`config.mk`:
```
export PLATFORM = sky130hd
export DESIGN_NAME = sg_chain_engine
export DESIGN_NICKNAME = d
export VERILOG_FILES = /design/src/rtl/sg_pkg.sv /design/src/rtl/sg_regs.sv /design/src/rtl/sg_desc_store.sv /design/src/rtl/sg_walker.sv /design/src/rtl/sg_chain_engine.sv
export SDC_FILE = /design/constraint.sdc
export NUM_CORES = 1
export LEC_CHECK = 0
export BUFFER_PORTS_ARGS = -buffer_cell sky130_fd_sc_hd__buf_2
export CORE_AREA = 4 4 209 211
export DETAILED_ROUTE_END_ITERATION = 12
export DIE_AREA = 0 0 213 215
export GPL_ROUTABILITY_DRIVEN = 1
export PLACE_DENSITY_LB_ADDON = 0.3
export SLEW_MARGIN = 15
export SYNTH_ARGS = -nofsm -noshare
export SYNTH_HDL_FRONTEND = slang
export SYNTH_SLANG_ARGS = --single-unit
```
`constraint.sdc`:
```
create_clock -name clk -period 5.3 [get_ports clk]
set_input_delay 1.06 -clock clk [delete_from_list [all_inputs] [get_ports clk]]
set_output_delay 1.06 -clock clk [all_outputs]
set_load 0.03 [all_outputs]
```
`src/rtl/sg_pkg.sv`:
```
package sg_pkg;
    localparam int DW       = 32;
    localparam int NWORDS   = 10;
    localparam int RAW      = 3;

    localparam int W_CTRL   = 0;
    localparam int W_SRC    = 1;
    localparam int W_DST    = 2;
    localparam int W_LEN    = 3;
    localparam int W_STAT   = 4;
    localparam int W_NEXT   = 9;

    localparam int STOP_BIT = 31;
    localparam int BUSY_BIT = 31;
    localparam int RUN_BIT  = 31;

    localparam logic [RAW-1:0] A_RUN   = 3'd0;
    localparam logic [RAW-1:0] A_CHCTL = 3'd1;
    localparam logic [RAW-1:0] A_FIRST = 3'd2;
    localparam logic [RAW-1:0] A_LAST  = 3'd3;
    localparam logic [RAW-1:0] A_STAT  = 3'd4;
    localparam logic [RAW-1:0] A_EVT   = 3'd5;

    localparam int EV_ACK = 0;
    localparam int EV_END = 1;
    localparam int EV_ERR = 2;
    localparam int NEV    = 3;

    typedef enum logic [2:0] {
        ST_IDLE,
        ST_RESOLVE,
        ST_FETCH,
        ST_EVAL,
        ST_XFER,
        ST_WRBACK,
        ST_LINK
    } sg_state_e;
endpackage

```
`src/rtl/sg_regs.sv`:
```
module sg_regs
    import sg_pkg::*;
(
    input  logic              clk,
    input  logic              rst_n,
    input  logic              wr_en,
    input  logic [RAW-1:0]    wr_addr,
    input  logic [DW-1:0]     wr_data,
    input  logic [RAW-1:0]    rd_addr,
    output logic [DW-1:0]     rd_data,
    input  logic              busy,
    input  logic              set_ack,
    input  logic              set_end,
    input  logic              set_err,
    input  logic              set_halt,
    input  logic              last_we,
    input  logic [DW-1:0]     last_wd,
    output logic              run_en,
    output logic              sg_dis,
    output logic [DW-1:0]     first_addr,
    output logic [DW-1:0]     last_addr,
    output logic [NEV-1:0]    evt_q,
    output logic              irq
);
    logic [NEV-1:0] evt_set;
    logic           evt_wr;

    assign evt_set = {set_err, set_end, set_ack};
    assign evt_wr  = wr_en && (wr_addr == A_EVT);

    always_ff @(posedge clk or negedge rst_n) begin
        if (!rst_n) begin
            run_en     <= 1'b0;
            sg_dis     <= 1'b1;
            first_addr <= '0;
            last_addr  <= '0;
        end else begin
            if (wr_en && wr_addr == A_RUN)   run_en     <= wr_data[RUN_BIT];
            if (wr_en && wr_addr == A_FIRST) first_addr <= wr_data;
            if (set_halt)                    sg_dis     <= 1'b1;
            else if (wr_en && wr_addr == A_CHCTL) sg_dis <= wr_data[0];
            if (last_we)                     last_addr  <= last_wd;
            else if (wr_en && wr_addr == A_LAST) last_addr <= wr_data;
        end
    end

    for (genvar g = 0; g < NEV; g++) begin : g_evt
        always_ff @(posedge clk or negedge rst_n) begin
            if (!rst_n)             evt_q[g] <= 1'b0;
            else if (evt_set[g])    evt_q[g] <= 1'b1;
            else if (evt_wr && wr_data[g]) evt_q[g] <= 1'b0;
        end
    end

    assign irq = |evt_q;

    always_comb begin
        rd_data = '0;
        unique case (rd_addr)
            A_RUN:   rd_data[RUN_BIT] = run_en;
            A_CHCTL: rd_data[0]       = sg_dis;
            A_FIRST: rd_data          = first_addr;
            A_LAST:  rd_data          = last_addr;
            A_STAT:  rd_data[0]       = busy;
            A_EVT:   rd_data[NEV-1:0] = evt_q;
            default: rd_data          = '0;
        endcase
    end

    // a written 1 clears that bit when no event sets it in the same cycle
    p_w1c_clears_r10: assert property (@(posedge clk) disable iff (!rst_n)
        (evt_wr && wr_data[EV_END] && !set_end) |=> !evt_q[EV_END]);
    // a written 0 leaves a set bit alone
    p_w1c_keeps_r10: assert property (@(posedge clk) disable iff (!rst_n)
        (evt_wr && !wr_data[EV_ERR] && evt_q[EV_ERR]) |=> evt_q[EV_ERR]);
endmodule

```
`src/rtl/sg_desc_store.sv`:
```
module sg_desc_store
    import sg_pkg::*;
#(
    parameter int IW = $clog2(NWORDS)
) (
    input  logic          clk,
    input  logic          rst_n,
    input  logic          cap_en,
    input  logic [IW-1:0] cap_idx,
    input  logic [DW-1:0] cap_data,
    output logic          stop_flag,
    output logic [DW-1:0] src,
    output logic [DW-1:0] dst,
    output logic [DW-1:0] len,
    output logic [DW-1:0] stat,
    output logic [DW-1:0] nxt
);
    always_ff @(posedge clk or negedge rst_n) begin
        if (!rst_n) begin
            stop_flag <= 1'b0;
            src  <= '0;
            dst  <= '0;
            len  <= '0;
            stat <= '0;
            nxt  <= '0;
        end else if (cap_en) begin
            if (cap_idx == IW'(W_CTRL)) stop_flag <= cap_data[STOP_BIT];
            if (cap_idx == IW'(W_SRC))  src  <= cap_data;
            if (cap_idx == IW'(W_DST))  dst  <= cap_data;
            if (cap_idx == IW'(W_LEN))  len  <= cap_data;
            if (cap_idx == IW'(W_STAT)) stat <= cap_data;
            if (cap_idx == IW'(W_NEXT)) nxt  <= cap_data;
        end
    end
endmodule

```
`src/rtl/sg_walker.sv`:
```
module sg_walker
    import sg_pkg::*;
#(
    parameter int IW = $clog2(NWORDS)
) (
    input  logic          clk,
    input  logic          rst_n,
    input  logic          run_en,
    input  logic          sg_dis,
    input  logic [DW-1:0] first_addr,
    input  logic [DW-1:0] last_addr,
    input  logic [DW-1:0] mem_rdata,
    input  logic          xfer_done,
    input  logic          stop_flag,
    input  logic [DW-1:0] stat_word,
    input  logic [DW-1:0] next_ptr,
    output logic          busy,
    output logic          mem_rd_en,
    output logic          mem_wr_en,
    output logic [DW-1:0] mem_addr,
    output logic [DW-1:0] mem_wdata,
    output logic          cap_en,
    output logic [IW-1:0] cap_idx,
    output logic          xfer_req,
    output logic          set_ack,
    output logic          set_end,
    output logic          set_err,
    output logic          set_halt,
    output logic          last_we,
    output logic [DW-1:0] last_wd
);
    localparam logic [IW-1:0] LAST_IDX = IW'(NWORDS - 1);

    sg_state_e     state, nxt_state;
    logic [DW-1:0] cur;
    logic [IW-1:0] idx;
    logic          start_ok;
    logic          halt_now;

    assign start_ok = run_en && !sg_dis;
    assign halt_now = stop_flag || !run_en || sg_dis;

    always_ff @(posedge clk or negedge rst_n) begin
        if (!rst_n) state <= ST_IDLE;
        else        state <= nxt_state;
    end

    always_comb begin
        nxt_state = state;
        unique case (state)
            ST_IDLE:    if (start_ok) nxt_state = (last_addr == '0) ? ST_FETCH : ST_RESOLVE;
            ST_RESOLVE: nxt_state = ST_FETCH;
            ST_FETCH:   if (idx == LAST_IDX) nxt_state = ST_EVAL;
            ST_EVAL:    nxt_state = stat_word[BUSY_BIT] ? ST_XFER : ST_IDLE;
            ST_XFER:    if (xfer_done) nxt_state = ST_WRBACK;
            ST_WRBACK:  nxt_state = ST_LINK;
            ST_LINK:    nxt_state = halt_now ? ST_IDLE : ST_FETCH;
            default:    nxt_state = ST_IDLE;
        endcase
    end

    always_ff @(posedge clk or negedge rst_n) begin
        if (!rst_n) begin
            cur <= '0;
            idx <= '0;
        end else begin
            idx <= (state == ST_FETCH) ? idx + 1'b1 : '0;
            if (state == ST_IDLE && last_addr == '0) cur <= first_addr;
            else if (state == ST_RESOLVE)           cur <= mem_rdata;
            else if (state == ST_LINK)              cur <= next_ptr;
        end
    end

    always_comb begin
        busy      = (state != ST_IDLE);
        mem_rd_en = (state == ST_RESOLVE) || (state == ST_FETCH);
        mem_wr_en = (state == ST_WRBACK);
        unique case (state)
            ST_RESOLVE: mem_addr = last_addr + DW'(W_NEXT);
            ST_WRBACK:  mem_addr = cur + DW'(W_STAT);
            default:    mem_addr = cur + {{(DW-IW){1'b0}}, idx};
        endcase
        mem_wdata = stat_word & ~(DW'(1) << BUSY_BIT);
        cap_en    = (state == ST_FETCH);
        cap_idx   = idx;
        xfer_req  = (state == ST_XFER);
        set_err   = (state == ST_EVAL) && !stat_word[BUSY_BIT];
        set_end   = (state == ST_LINK) && stop_flag;
        set_ack   = (state == ST_LINK) && !stop_flag && !run_en;
        set_halt  = set_err || set_end;
        last_we   = (state == ST_LINK);
        last_wd   = cur;
    end

    // a status write-back only follows a mover completion
    p_wb_after_done_r4: assert property (@(posedge clk) disable iff (!rst_n)
        mem_wr_en |-> $past(xfer_done));
    // disable acknowledge follows the write-back of the current descriptor
    p_ack_after_wb_r7: assert property (@(posedge clk) disable iff (!rst_n)
        set_ack |-> $past(mem_wr_en));
endmodule

```
`src/rtl/sg_chain_engine.sv`:
```
module sg_chain_engine
    import sg_pkg::*;
(
    input  logic              clk,
    input  logic              rst_n,
    input  logic              reg_wr_en,
    input  logic [2:0]        reg_wr_addr,
    input  logic [31:0]       reg_wr_data,
    input  logic [2:0]        reg_rd_addr,
    output logic [31:0]       reg_rd_data,
    output logic              mem_rd_en,
    output logic              mem_wr_en,
    output logic [31:0]       mem_addr,
    output logic [31:0]       mem_wdata,
    input  logic [31:0]       mem_rdata,
    output logic              xfer_req,
    output logic [31:0]       xfer_src,
    output logic [31:0]       xfer_dst,
    output logic [31:0]       xfer_len,
    input  logic              xfer_done,
    output logic              irq
);
    localparam int IW = $clog2(NWORDS);

    logic           busy, run_en, sg_dis;
    logic           set_ack, set_end, set_err, set_halt, last_we;
    logic [DW-1:0]  first_addr, last_addr, last_wd;
    logic [NEV-1:0] evt_q;
    logic           cap_en, stop_flag;
    logic [IW-1:0]  cap_idx;
    logic [DW-1:0]  stat_word, next_ptr;

    sg_regs u_regs (
        .clk(clk), .rst_n(rst_n),
        .wr_en(reg_wr_en), .wr_addr(reg_wr_addr), .wr_data(reg_wr_data),
        .rd_addr(reg_rd_addr), .rd_data(reg_rd_data),
        .busy(busy), .set_ack(set_ack), .set_end(set_end), .set_err(set_err),
        .set_halt(set_halt), .last_we(last_we), .last_wd(last_wd),
        .run_en(run_en), .sg_dis(sg_dis), .first_addr(first_addr),
        .last_addr(last_addr), .evt_q(evt_q), .irq(irq)
    );

    sg_desc_store #(.IW(IW)) u_store (
        .clk(clk), .rst_n(rst_n),
        .cap_en(cap_en), .cap_idx(cap_idx), .cap_data(mem_rdata),
        .stop_flag(stop_flag), .src(xfer_src), .dst(xfer_dst),
        .len(xfer_len), .stat(stat_word), .nxt(next_ptr)
    );

    sg_walker #(.IW(IW)) u_walker (
        .clk(clk), .rst_n(rst_n),
        .run_en(run_en), .sg_dis(sg_dis),
        .first_addr(first_addr), .last_addr(last_addr),
        .mem_rdata(mem_rdata), .xfer_done(xfer_done),
        .stop_flag(stop_flag), .stat_word(stat_word), .next_ptr(next_ptr),
        .busy(busy), .mem_rd_en(mem_rd_en), .mem_wr_en(mem_wr_en),
        .mem_addr(mem_addr), .mem_wdata(mem_wdata),
        .cap_en(cap_en), .cap_idx(cap_idx), .xfer_req(xfer_req),
        .set_ack(set_ack), .set_end(set_end), .set_err(set_err),
        .set_halt(set_halt), .last_we(last_we), .last_wd(last_wd)
    );

    // a walk begins only when both enables allowed it
    p_start_gated_r2: assert property (@(posedge clk) disable iff (!rst_n)
        $rose(busy) |-> $past(run_en && !sg_dis));
    // chain end is reported together with an idle engine
    p_end_idle_r6: assert property (@(posedge clk) disable iff (!rst_n)
        $rose(evt_q[EV_END]) |-> !busy);
    // the empty-descriptor error leaves the engine idle
    p_err_idle_r9: assert property (@(posedge clk) disable iff (!rst_n)
        $rose(evt_q[EV_ERR]) |-> (!busy && !xfer_req));
    // the mover is only asked while the engine walks
    p_xfer_busy_r11: assert property (@(posedge clk) disable iff (!rst_n)
        xfer_req |-> busy);
endmodule

```
==> summary by stage, run 1 <==
Die
The region available for standard cell placement spans 41760 µm². The initial utilization of the core area, before any placement, comes to 34.71%. The number of rows in the core area is 75. The die is 213 µm wide.

In this run the count of I/O pins placed on the die edge is 270. The floorplan die height is 215 µm. The die area is 45800 µm².

Job
The number of maximum-capacitance violations is 0.

Placement
Summing all placed instances gives a cell area of 16010 µm². The placer's final routability congestion estimate is 0.8986. Port buffering added 268 buffers. The HPWL reported at the end of detailed placement is 33.65 mm.

Yosys
The share of async-settable or async-resettable flops after synthesis is 100.0%. By area the synthesized netlist is led by dfrtp_1, mux2_2, mux2i_1, a21oi_1, nor2_1. The number of instances in the synthesized netlist is 1368. The number of library cell types mapped by synthesis is 74. After synthesis, the largest area contributor takes up 46.27% of total cell area. The sequential element share of the synthesized area is 46.45%. Yosys mapped a number of flops with a built-in enable equal to 0.

The cell taking the most area after synthesis is dfrtp_1. In the synthesized netlist the dominant register cell turns out to be dfrtp_1. The summed instance area of the synthesized netlist is 14500 µm². The warning count from the yosys run is 0.

The flop and latch count out of synthesis is 269. The average size of a mapped cell is 10.60 µm². The net count after synthesis is 1455.

STA
The worst path in the final design needs a cycle of 4.702 ns, including I/O delays and setup. The normalized max-slew margin is 25.90%. After layout, the worst path uses 88.72% of the clock period. The worst-margin pin slew is 1.108 ns. The final number of hold-violating endpoints was 0. Across the routed clock network, the largest skew measured is 0.02403 ns. Adding up every negative setup slack in the final design gives 0 ns. The count of pins over their slew limit is 0.

Setup violations remaining at the end of the flow were counted as 0. The highest clock rate is 212.7 MHz. Setup repair after global routing left no endpoint under its margin.

CTS
The number of gates resized after CTS was 0. The maximum buffer depth of the clock tree is 3. The post-CTS setup repair buffer count is 0. The number of buffers created by CTS is 31. TritonCTS built the clock tree. The root buffer cell is clkbuf_16. The number of sinks driven by the clock tree is 269. The clock slew at the register clock pins of the worst setup and hold paths is 0.06 ns. The H-tree level count is 1. The later pin in the worst-skew pair is clocked with a latency of 0.58 ns.

In this run, post-CTS hold repair placed 0 buffers.

Finish
The sequential cell area is 6733 µm². Fill cells in the final layout number 4100. The fraction of final layout cells sized beyond drive strength 1 is 35.49%.

Relative to the synthesized area, the layout overhead comes to 18.14%. The area of all placed cells without fillers is 17120 µm². The final cell utilization of the core is 41.01%.

The area of the multi-input gates is 6987 µm². In the final design database the tool counted 1642 nets.

Global routing
Global routing finished with a remaining overflow of 0. The number of global-route vias before repair was 11630. The initial antenna violation count is 6. Global routing used 20.14% of the available tracks across all layers.

The pin count of the biggest net entering global routing is 103. The first global-routing pass estimated 72.23 mm of wire.

Power and ir drop
In this run the static leakage power is 0.008003 µW. Dividing total power by cell area gives a power density of 495.2 nW/µm². The internal power of the cells totals 5035 µW.

The clock group share of total power is 27.6%. The part of the total power dissipated in combinational logic is 35.6%. The fraction of power spent switching nets is 40.63%. Summed over all nets, the switching power comes to 3445 µW. The part of the power in registers is 36.8%.

The worst voltage drop across the vdd grid is 0.3040 mV.

Routing
Dividing the detail-routed wire length by the instance count gives 22.23 µm. After detailed routing, the number of vias per cell comes to 5.410. The first detailed-routing pass took 5 iterations. The DRC violation count after routing is 0. The highest layer touched by signal routing is met5. Detailed routing inserted a total of 11460 vias.

Detailed routing placed a total of 22.58 mm of wire on met2. The met1 wire length is 20.51 mm. The count of routing violations after the opening detailed-route iteration is 942. Once detail routing completed, the nets flagged for antenna violations numbered 0. Wires add up to 47.09 mm.

The met3 routed wirelength is 3.012 mm.

Critical path
Data arrives at the worst endpoint at 3.64 ns. Of all nets on the critical path, the largest fanout is 11. On the critical path the largest part of the delay comes from simple AND/OR/NAND/NOR gates. The endpoint class of the critical path is a primary output.

The critical path class is flop to primary output. For the worst setup path, the data required time is 4.24 ns. The slowest stage of the critical path is the or4_1 cell.

The largest single stage delay on the critical path is 0.69 ns. The number of buffer and inverter instances along the worst setup path is 1. The worst setup path is launched from a flop. Traced cell by cell, the critical path runs through nand4_1 -> or3_1 -> or4_1 -> a211o_1 -> a22oi_1 -> buf_2.

Min path
The min-delay analysis places its worst path in the category flop to flop.

Status
The run finished with clean final reports.
## cell type report
cell class                      instances  area share, %
Multi-Input combinational cell        948          40.80
Sequential cell                       269          39.32
Timing Repair Buffer                  291          9.119
Clock buffer                           41          5.042
Tap cell                              539          3.938
Clock inverter                         15          1.461
Inverter                               14         0.3069
Antenna cell                            1        0.01461
## cell usage after synthesis (23+ instances only)
library cell / instances
xnor2_1: 23
mux2i_1: 73
nand2_1: 78
nor2_1: 100
o21ai_0: 59
clkbuf_1: 66
a22oi_1: 33
mux2_2: 195
nor3_1: 28
xor2_1: 27
nand4_1: 25
nor2b_1: 32
dfrtp_1: 268
a21oi_1: 84
buf_4: 33
## power groups by stage
| stage | combinational [µW] | clock, µW | sequential [µW] |
|---|---|---|---|
| after floorplan | 1920 | 0 | 3240 |
| after global placement | 3000 | 0 | 3110 |
| after detailed placement | 3030 | 0 | 3140 |
| after CTS | 3040 | 2410 | 3110 |
| after global routing | 3270 | 2490 | 3190 |
| final | 3020 | 2340 | 3120 |
## path summary, 6_finish.rpt
kind / startpoint / end / slack [ns] / depth (start not counted)
hold reg to reg: u_store.len[23] / u_store.len[23] / 0.50 / 1
min in group asynchronous: rst_n / u_store.stat[10] / 0.53 / 1
setup reg to reg: u_walker.state[2] / u_store.dst[6] / 1.99 / 6
hold / removal: u_store.len[23] / u_store.len[23] / 0.50 / 1
max in group asynchronous: rst_n / u_store.nxt[22] / 3.76 / 2
setup / recovery: u_walker.last_wd[6] / mem_addr[29] / 0.60 / 6
## flip-flops by register name, summed over array words and instances (netlist names), 32 cells and up
register and count:
u_regs.first_addr 32, u_regs.last_addr 32, u_store.dst 32, u_store.len 32, u_store.nxt 32, u_store.src 32
u_store.stat 32, u_walker.last_wd 32
## cells in the final DEF (no fill, tap or decap), drive strengths merged, types with 4 or more instances in the layout
master | Yosys | final
nor2 | 100 | 100
nor2b | 32 | 32
o21ai | 60 | 60
a22oi | 33 | 33
nor4 | 23 | 23
o31ai | 7 | 7
inv | 14 | 14
and2 | 9 | 9
nand2 | 80 | 80
mux2 | 195 | 195
nor3 | 28 | 28
o22ai | 8 | 8
a32o | 4 | 4
a211o | 5 | 5
nand4 | 26 | 26
o211ai | 9 | 9
nand2b | 8 | 8
ha | 12 | 12
xnor2 | 23 | 23
a31oi | 4 | 4
xor2 | 27 | 27
bufinv | 0 | 7
clkinv | 0 | 8
a21o | 4 | 4
or3 | 9 | 9
nand3 | 22 | 22
dfrtp | 268 | 268
mux2i | 73 | 73
and3 | 10 | 10
a21oi | 84 | 84
clkbuf | 74 | 41
buf | 63 | 291
a211oi | 4 | 4
and4 | 7 | 7
## metrics by stage
stage               hold slack (ns)  total power (µW)  setup slack [ns]  cells
CTS                          0.5010              8557            0.5713   2117
detailed placement           0.4870              6169             1.189   2061
global placement             0.4794              6111             1.243   2061
finish                       0.4983              8480            0.5977   2118
global route                 0.5135              8947            0.3260   2117
floorplan                    0.4585              5166             1.623   1368
## layer usage
layer / GRT usage (%) / up-vias
met2: 33.48 / 392
li1: - / 5259
met1: 27.21 / 5744
met3: 4.069 / 59
met4: 4.531 / 4
met5: 0 / -
## logic make-up (layout without fill, tap and decap cells)
family | count (synthesis) | after routing | synth area share [%]
buffers and inverters | 151 | 361 | 5.706
AND/OR/NAND/NOR | 370 | 370 | 12.98
adder cells (fa/ha/maj) | 13 | 13 | 1.174
AO/OA/AOI/OAI | 246 | 246 | 10.45
flip-flops | 269 | 269 | 46.45
XOR/XNOR | 50 | 50 | 3.021
multiplexers | 268 | 268 | 20.19
other | 1 | 2 | 0.02587
Power figures use the tool's default switching activity.
==> run 2: changes to the inputs <==
CORE_AREA = 4 4 207 209   (was 4 4 209 211)
DIE_AREA = 0 0 211 213   (was 0 0 213 215)
SYNTH_HIERARCHICAL = 1   (was unset)
==> summary by stage, run 2 <==
CTS
CTS built an H-tree with a depth of 1. TritonCTS built the clock tree. The number of clock buffers added by TritonCTS is 31. The root buffer cell chosen for the clock tree is clkbuf_16. In this run the post-CTS setup repair buffer count came out at 0. For this design, the CTS-stage hold fixing added 0 buffers. The later pin in the worst-skew pair is clocked with a latency of 0.60 ns.

Gates resized during post-CTS repair numbered 0. Clock-pin slew was measured on the worst setup and hold paths at 0.06 ns. The maximum buffer depth of the clock tree is 3. Counting every sink on the clock net gives 269.

STA
The shortest period the worst path allows is 4.464 ns. On the final layout, the worst clock skew is 0.01844 ns. Based on the critical path, the design can be clocked at up to 224.0 MHz. The final number of hold-violating endpoints is 0. The final setup violation count is 0. The total negative slack for setup checks is 0 ns. After layout, the worst path uses 84.22% of the clock period. The count of pins over their slew limit is 0. The worst-margin pin slew is 1.052 ns. Across all hold checks on the routed design, the worst slack comes to 0.3912 ns. Setup repair after global routing left no endpoint under its margin.

Measured against its own limit, the worst slew margin works out to 29.89%.

Global routing
The number of global-route vias before repair is 11200. Entering global routing, the biggest net connects 145 pins. The global-route wire length before repair is 70.09 mm. After global routing the overflow that remains totals 0.

The total global-route track usage is 19.96%. The initial antenna violation count is 6.

Yosys
The share of async-settable or async-resettable flops after synthesis is 100.0%. The sequential element share of the synthesized area is 47.31%. The summed instance area of the synthesized netlist is 14230 µm². Among all flip-flop cells after synthesis, the most frequent one is dfrtp_1. The number of instances in the synthesized netlist is 1325. The cell taking the most area after synthesis is dfrtp_1. By area the synthesized netlist is led by dfrtp_1, mux2_2, nand2_1, o21ai_0, mux2_4. The number of library cell types mapped by synthesis is 77. The warning count from the yosys run is 6. In the synthesized netlist, the cells that appear most often are dfrtp_1, nand2_1, mux2_2, o21ai_0, a21oi_1. The leading cell type by number of instances after synthesis is dfrtp_1. The flop and latch count out of synthesis is 269. The average size of a mapped cell is 10.74 µm². In this run, synthesis inferred 0 flip-flops with an integrated enable. Summed over its instances, the top area cell type makes up 47.13% of the synthesized netlist area. The net count after synthesis is 1409.

Routing
The final layout contains routed wiring with a total length of 46.03 mm. After detailed routing, the number of remaining DRC violations is 0. The final route contains 11070 vias. The routed length per instance is 22.01 µm. After detailed routing, the number of vias per cell comes to 5.294. For this block, the initial DRC count from the detailed router was 762. The detail route stage leaves a number of antenna-violating nets equal to 0. The pre-antenna-repair detailed-routing pass consisted of 5 iterations.

Die
The floorplan step defined a die boundary enclosing 44940 µm². The number of rows in the core area is 74. The floorplan step set the die height to 213 µm. The total area inside the core boundary comes to 40830 µm².

The initial cell density of the core is 34.85%. The I/O pin total is 270. The floorplan step set the die width to 211 µm.

Critical path
By startpoint and endpoint, the worst setup path is classified as flop to primary output. The number of cells on the worst reg-to-reg path is 7. For flop-to-flop paths, the worst setup slack is 2.42 ns.

The number of buffers and inverters on the critical path is 1. The worst setup path is launched from a flop. The category of cells accounting for the largest share of critical-path delay is compound AO/OA/AOI/OAI gates. At the worst endpoint, the required time is 4.24 ns. The highest-delay cell along the critical path is dfrtp_1. The startpoint identified for the worst register-to-register timing path is u_walker/state[2]. The critical path goes through ha_1 -> fa_1 -> a21oi_1 -> o21a_1 -> o21ai_1 -> nand3_1 -> a21oi_1 -> o22ai_1 -> buf_2.

In this run the critical register-to-register path is captured at u_store/nxt[26]. The most frequent cell on the critical path is a21oi_1. The stage delay of the slowest cell on the critical path is 0.48 ns.

The maximum net fanout on the critical path is 10. STA classifies the critical path endpoint as a primary output. The data arrival time at the worst-slack endpoint is 3.40 ns.

Placement
Once placement completed, the tool counted placed cells totaling 2030. The count of input and output buffers is 268. The placer's final routability congestion estimate is 0.8929. The HPWL reported at the end of detailed placement is 32.96 mm. The area of placed instances is 15710 µm².

Power and ir drop
The total power of the final layout is 10600 µW. The leakage power is 0.007461 µW. The worst voltage drop across the vdd grid is 0.4356 mV. In this run the power density over the cells is 630.7 nW/µm².

Status
The flow ran to the end, and the final reports show no timing, DRC or antenna violations.

Finish
Relative to the synthesized area, the layout overhead comes to 18.09%. The area of all placed cells without fillers is 16800 µm². The library cell used most frequently in the layout, excluding fill and tap cells, is dfrtp_1. The final layout contains 1615 nets.

In the layout the commonest cells are dfrtp_1, buf_2, nand2_1. The fraction of final layout cells sized beyond drive strength 1 is 35.73%. The number of cells in the finished layout apart from fillers is 2091.

Job
Across the run, the number of max-cap violations was 0.

Min path
The class of the tightest hold or removal check is input port to asynchronous set/reset pin.
==> run 2: how the worst max path moves through the flow <==
stage                                    from            to  slack [ns]  cells past startpoint
final                     u_walker/cap_idx[0]  mem_addr[28]        0.84                      9
after floorplan           u_walker/cap_idx[0]  mem_addr[16]        1.76                      8
after global routing      u_walker/cap_idx[0]  mem_addr[28]        0.60                      9
after global placement    u_walker/cap_idx[0]  mem_addr[16]        1.53                      9
after detailed placement  u_walker/cap_idx[0]  mem_addr[16]        1.50                      9
after CTS                 u_walker/cap_idx[0]  mem_addr[16]        0.84                      9
==> run 2: cell families (layout without fill, tap and decap cells) <==
logic type | Yosys count | after routing | synth area share [%]
other | 1 | 4 | 0.02635
AOI/OAI and AO/OA | 257 | 257 | 10.71
DFF | 269 | 269 | 47.31
buffers and inverters | 129 | 360 | 5.522
muxes | 236 | 236 | 19.11
adders and majority gates | 10 | 10 | 0.9321
xor gates and xnor gates | 54 | 54 | 3.324
and+or+nand+nor | 369 | 369 | 13.07
==> run 2: metrics by stage <==
stage | utilization [%] | worst slack (ns)
finish | 41.15 | 0.8362
floorplan | - | 1.759
global placement | 38.47 | 1.531
detailed placement | 38.47 | 1.501
global route | 41.14 | 0.6047
CTS | 41.14 | 0.8368
==> run 2: report_power, final <==
group          switching (µW)  total (µW)  internal [µW]
clock                     901        2270           1370
sequential                910        3740           2830
combinational            2970        4590           1610
==> run 2: layer usage <==
metal	part of all wire, %	GRT usage, %
met4	2.7	5.187
met1	46	28.33
met5	0.098	0
met3	5.9	4.026
met2	46	31.46
==> run 2: final cells by class <==
cell class                      instances  area, µm²
Timing Repair Buffer                  287       1519
Antenna cell                            3      7.507
Fill cell                            3999      24030
Inverter                               15      56.30
Clock buffer                           45      898.4
Multi-Input combinational cell        927       6734
Tap cell                              532      665.6
Sequential cell                       269       6733
Clock inverter                         13      190.2
==> run 3: changes to the inputs <==
clock period = 4.1 ns   (was 5.3 ns; I/O delays follow)
==> summary by stage, run 3 (synthesis gave the netlist of run 2 again) <==
Global routing
For met1 alone, demand over resource in global routing was 27.76%. The number of global-route vias before repair is 11110. Global routing used 4.467% of the available met3 tracks. The global route total overflow is 0. Global routing consumed, over all layers together, 19.57% of the routing resources. The pin count of the biggest net entering global routing is 105. Global routing consumed, on the met2 layer, 30.11% of the routing resources. The global-route wire length before repair is 68.86 mm. The most used routing layer in global routing is met2.

The initial antenna violation count is 7.

Finish
The area growth from synthesis to layout is 18.60%. The fraction of final layout cells sized beyond drive strength 1 is 36.79%. Leaving out fill and tap cells, the most frequent cells in the layout are dfrtp_1, buf_2, nand2_1. The final cell utilization of the core is 41.33%. Across the whole layout, storage elements account for 6733 µm². The area of the multi-input gates is 6782 µm². The layout has 3985 filler cells. The most common cell after layout, fill and taps aside is dfrtp_1.

After the flow finishes, the layout carries non-filler instances totaling 2096. In the final design database the tool counted 1625 nets. The area of all placed cells without fillers is 16880 µm².

Critical path
Across all register-to-register paths, the minimum setup slack is 1.16 ns. Together, buffers and inverters on the worst path number 1. Along the worst path, the maximum fanout reaches 10. The kind of cell with the highest combined delay along the critical path is compound AO/OA/AOI/OAI gates.

The highest-delay cell along the critical path is dfrtp_1. The first element of the critical path is u_walker/cap_idx[0]. The critical path crosses 9 cells after its start point. The launch point of the worst reg-to-reg path is u_walker/state[0].

The number of cells on the worst reg-to-reg path is 7. At the worst endpoint, the arrival time is 3.18 ns. Walking the worst path, the cells encountered are ha_1 -> fa_1 -> a21oi_2 -> o21a_2 -> o21ai_2 -> nand3_1 -> xor2_1 -> mux2i_1 -> buf_2. The capture point of the worst path is mem_addr[24].

The worst setup path is captured at a primary output. The endpoint of the most critical register-to-register path is u_store/len[5]. The stage delay of the slowest cell on the critical path is 0.50 ns. The startpoint kind of the worst setup timing path is a flop. The worst setup path is of the flop to primary output kind. The required time of the critical path is 3.28 ns.

Routing
The number of nets with antenna violations after routing is 0. After detailed routing, the average wire length per cell comes to 21.64 µm. Dividing the detail-routed via count by the number of cells gives 5.328.

The routed wire length is 45.35 mm. The DRC violation count after routing is 0. The number of vias in the routed layout is 11170. The iteration count of the initial detailed-routing pass is 5. The count of routing violations after the opening detailed-route iteration is 920.

STA
Setup repair after global routing left no endpoint under its margin. The portion of the clock cycle consumed by the worst path in the final layout is 97.64%. For the pin with the worst max-slew slack, the measured transition is 1.100 ns. Static timing analysis puts the maximum clock frequency at 249.8 MHz. The total negative slack for setup checks is 0 ns. Setup violations remaining at the end of the flow were counted as 0. The count of pins over their slew limit is 0. The worst-case clock skew is 0.02170 ns. After layout, the minimum clock period comes to 4.003 ns. The final number of hold-violating endpoints is 0. The normalized max-slew margin is 26.68%.

Power and ir drop
Of the total power, the share spent switching nets is 45.41%. The total power of the final layout is 13590 µW. Per report_power, the combinational group accounts for 44.1% of the total.

The internal power summed over all cells is 7420 µW. The part of the power in registers is 35.5%. IR analysis of the VDD net gives a maximum drop of 0.4265 mV. Summed over all nets, the switching power comes to 6173 µW. The clock network burns 20.3% of the power. The leakage power is 0.007469 µW. The power density normalized to cell area is 805.4 nW/µm².

Die
The placeable core region is 40830 µm². The initial utilization of the core area, before any placement, comes to 34.85%. The floorplan step defined a die boundary enclosing 44940 µm². The floorplan has 74 rows.

From left edge to right edge, the die measures 211 µm. From bottom edge to top edge, the die measures 213 µm. The I/O pin total is 270.

CTS
TritonCTS built the clock tree. No sink is reached through more buffers than the 3 on the longest clock path. The number of buffers created by CTS is 30. CTS built an H-tree with a depth of 1. The later pin in the worst-skew pair is clocked with a latency of 0.57 ns.

For this design, the sink count on the clock tree is 269. The root buffer cell is clkbuf_16. After clock tree synthesis, the clock-pin slew on the worst setup and hold paths is 0.06 ns.

Job
The number of maximum-capacitance violations is 0.

Min path
In this run the worst hold path is classified as input port to asynchronous set/reset pin.

Placement
Summed over all nets, the half-perimeter wirelength after detailed placement is 33.05 mm. The count of placed standard cells including taps is 2040. The placer's final routability congestion estimate is 0.9132.

The count of input and output buffers is 268. The area of placed instances is 15790 µm².

Status
The run finished with clean final reports.
## run 3: changes by cell type in the layout (fill, tap and decap cells not counted), sizes merged
cell and change:
buf +11, clkinv -1, clkbuf -4, diode -2
bufinv -2, clkinvlp +3
## run 3: power by group through the flow
stage	clock network, µW	registers (µW)	logic [µW]
final	2760	4830	6000
after global routing	2960	4990	6430
after floorplan	0	5340	3460
after CTS	2850	4810	5970
after detailed placement	0	4840	5940
after global placement	0	4790	5890
## run 3: repair_timing
action / 4_1_cts / 5_1_grt
hold buffers: 0 / 0
pin swaps: 0 / 2
setup buffers: 0 / 1
setup endpoints to repair: 2 / 9
gates resized for setup: 2 / 9
## run 3: how the worst min path moves through the flow
stage                            to  slack (ns)  cells past startpoint            startpoint
2_1_floorplan  u_regs/last_addr[10]        0.45                      2  u_walker/last_wd[10]
3_3_place_gp        u_store/dst[26]        0.46                      1       u_store/dst[26]
3_5_place_dp        u_store/dst[30]        0.47                      1       u_store/dst[30]
4_1_cts            u_store/stat[16]        0.33                      1                 rst_n
5_1_grt            u_store/stat[16]        0.37                      1                 rst_n
6_report           u_store/stat[16]        0.30                      1                 rst_n
## run 3: worst reg2reg max path, cell delays in order (launching register included)
cell and delay (ns):
dfrtp_1 0.45, inv_1 0.15, nand2_1 0.08, or2_2 0.35
inv_1 0.15, nand4_1 0.74, buf_4 0.55, mux2_2 0.35
## run 3: final cells by class
type                            count  area share, %
Multi-Input combinational cell    927          40.18
Clock buffer                       41          5.234
Clock inverter                     13         0.8304
Sequential cell                   269          39.89
Antenna cell                        1        0.01483
Timing Repair Buffer              298          9.564
Tap cell                          532          3.944
Inverter                           15         0.3336
## run 3: per-stage QoR
step                hold slack, ns  worst slack, ns
global placement            0.4649           0.5914
CTS                         0.3257          0.02913
global route                0.3744          0.01881
floorplan                   0.4478           0.7986
detailed placement          0.4714           0.5922
finish                      0.3017          0.09677
## run 3: routing by layer
metal | vias to the layer above | routed length, µm
met3 | 71 | 3149
met2 | 381 | 20630
met5 | - | 60
li1 | 5129 | -
met4 | 10 | 1244
met1 | 5576 | 20270
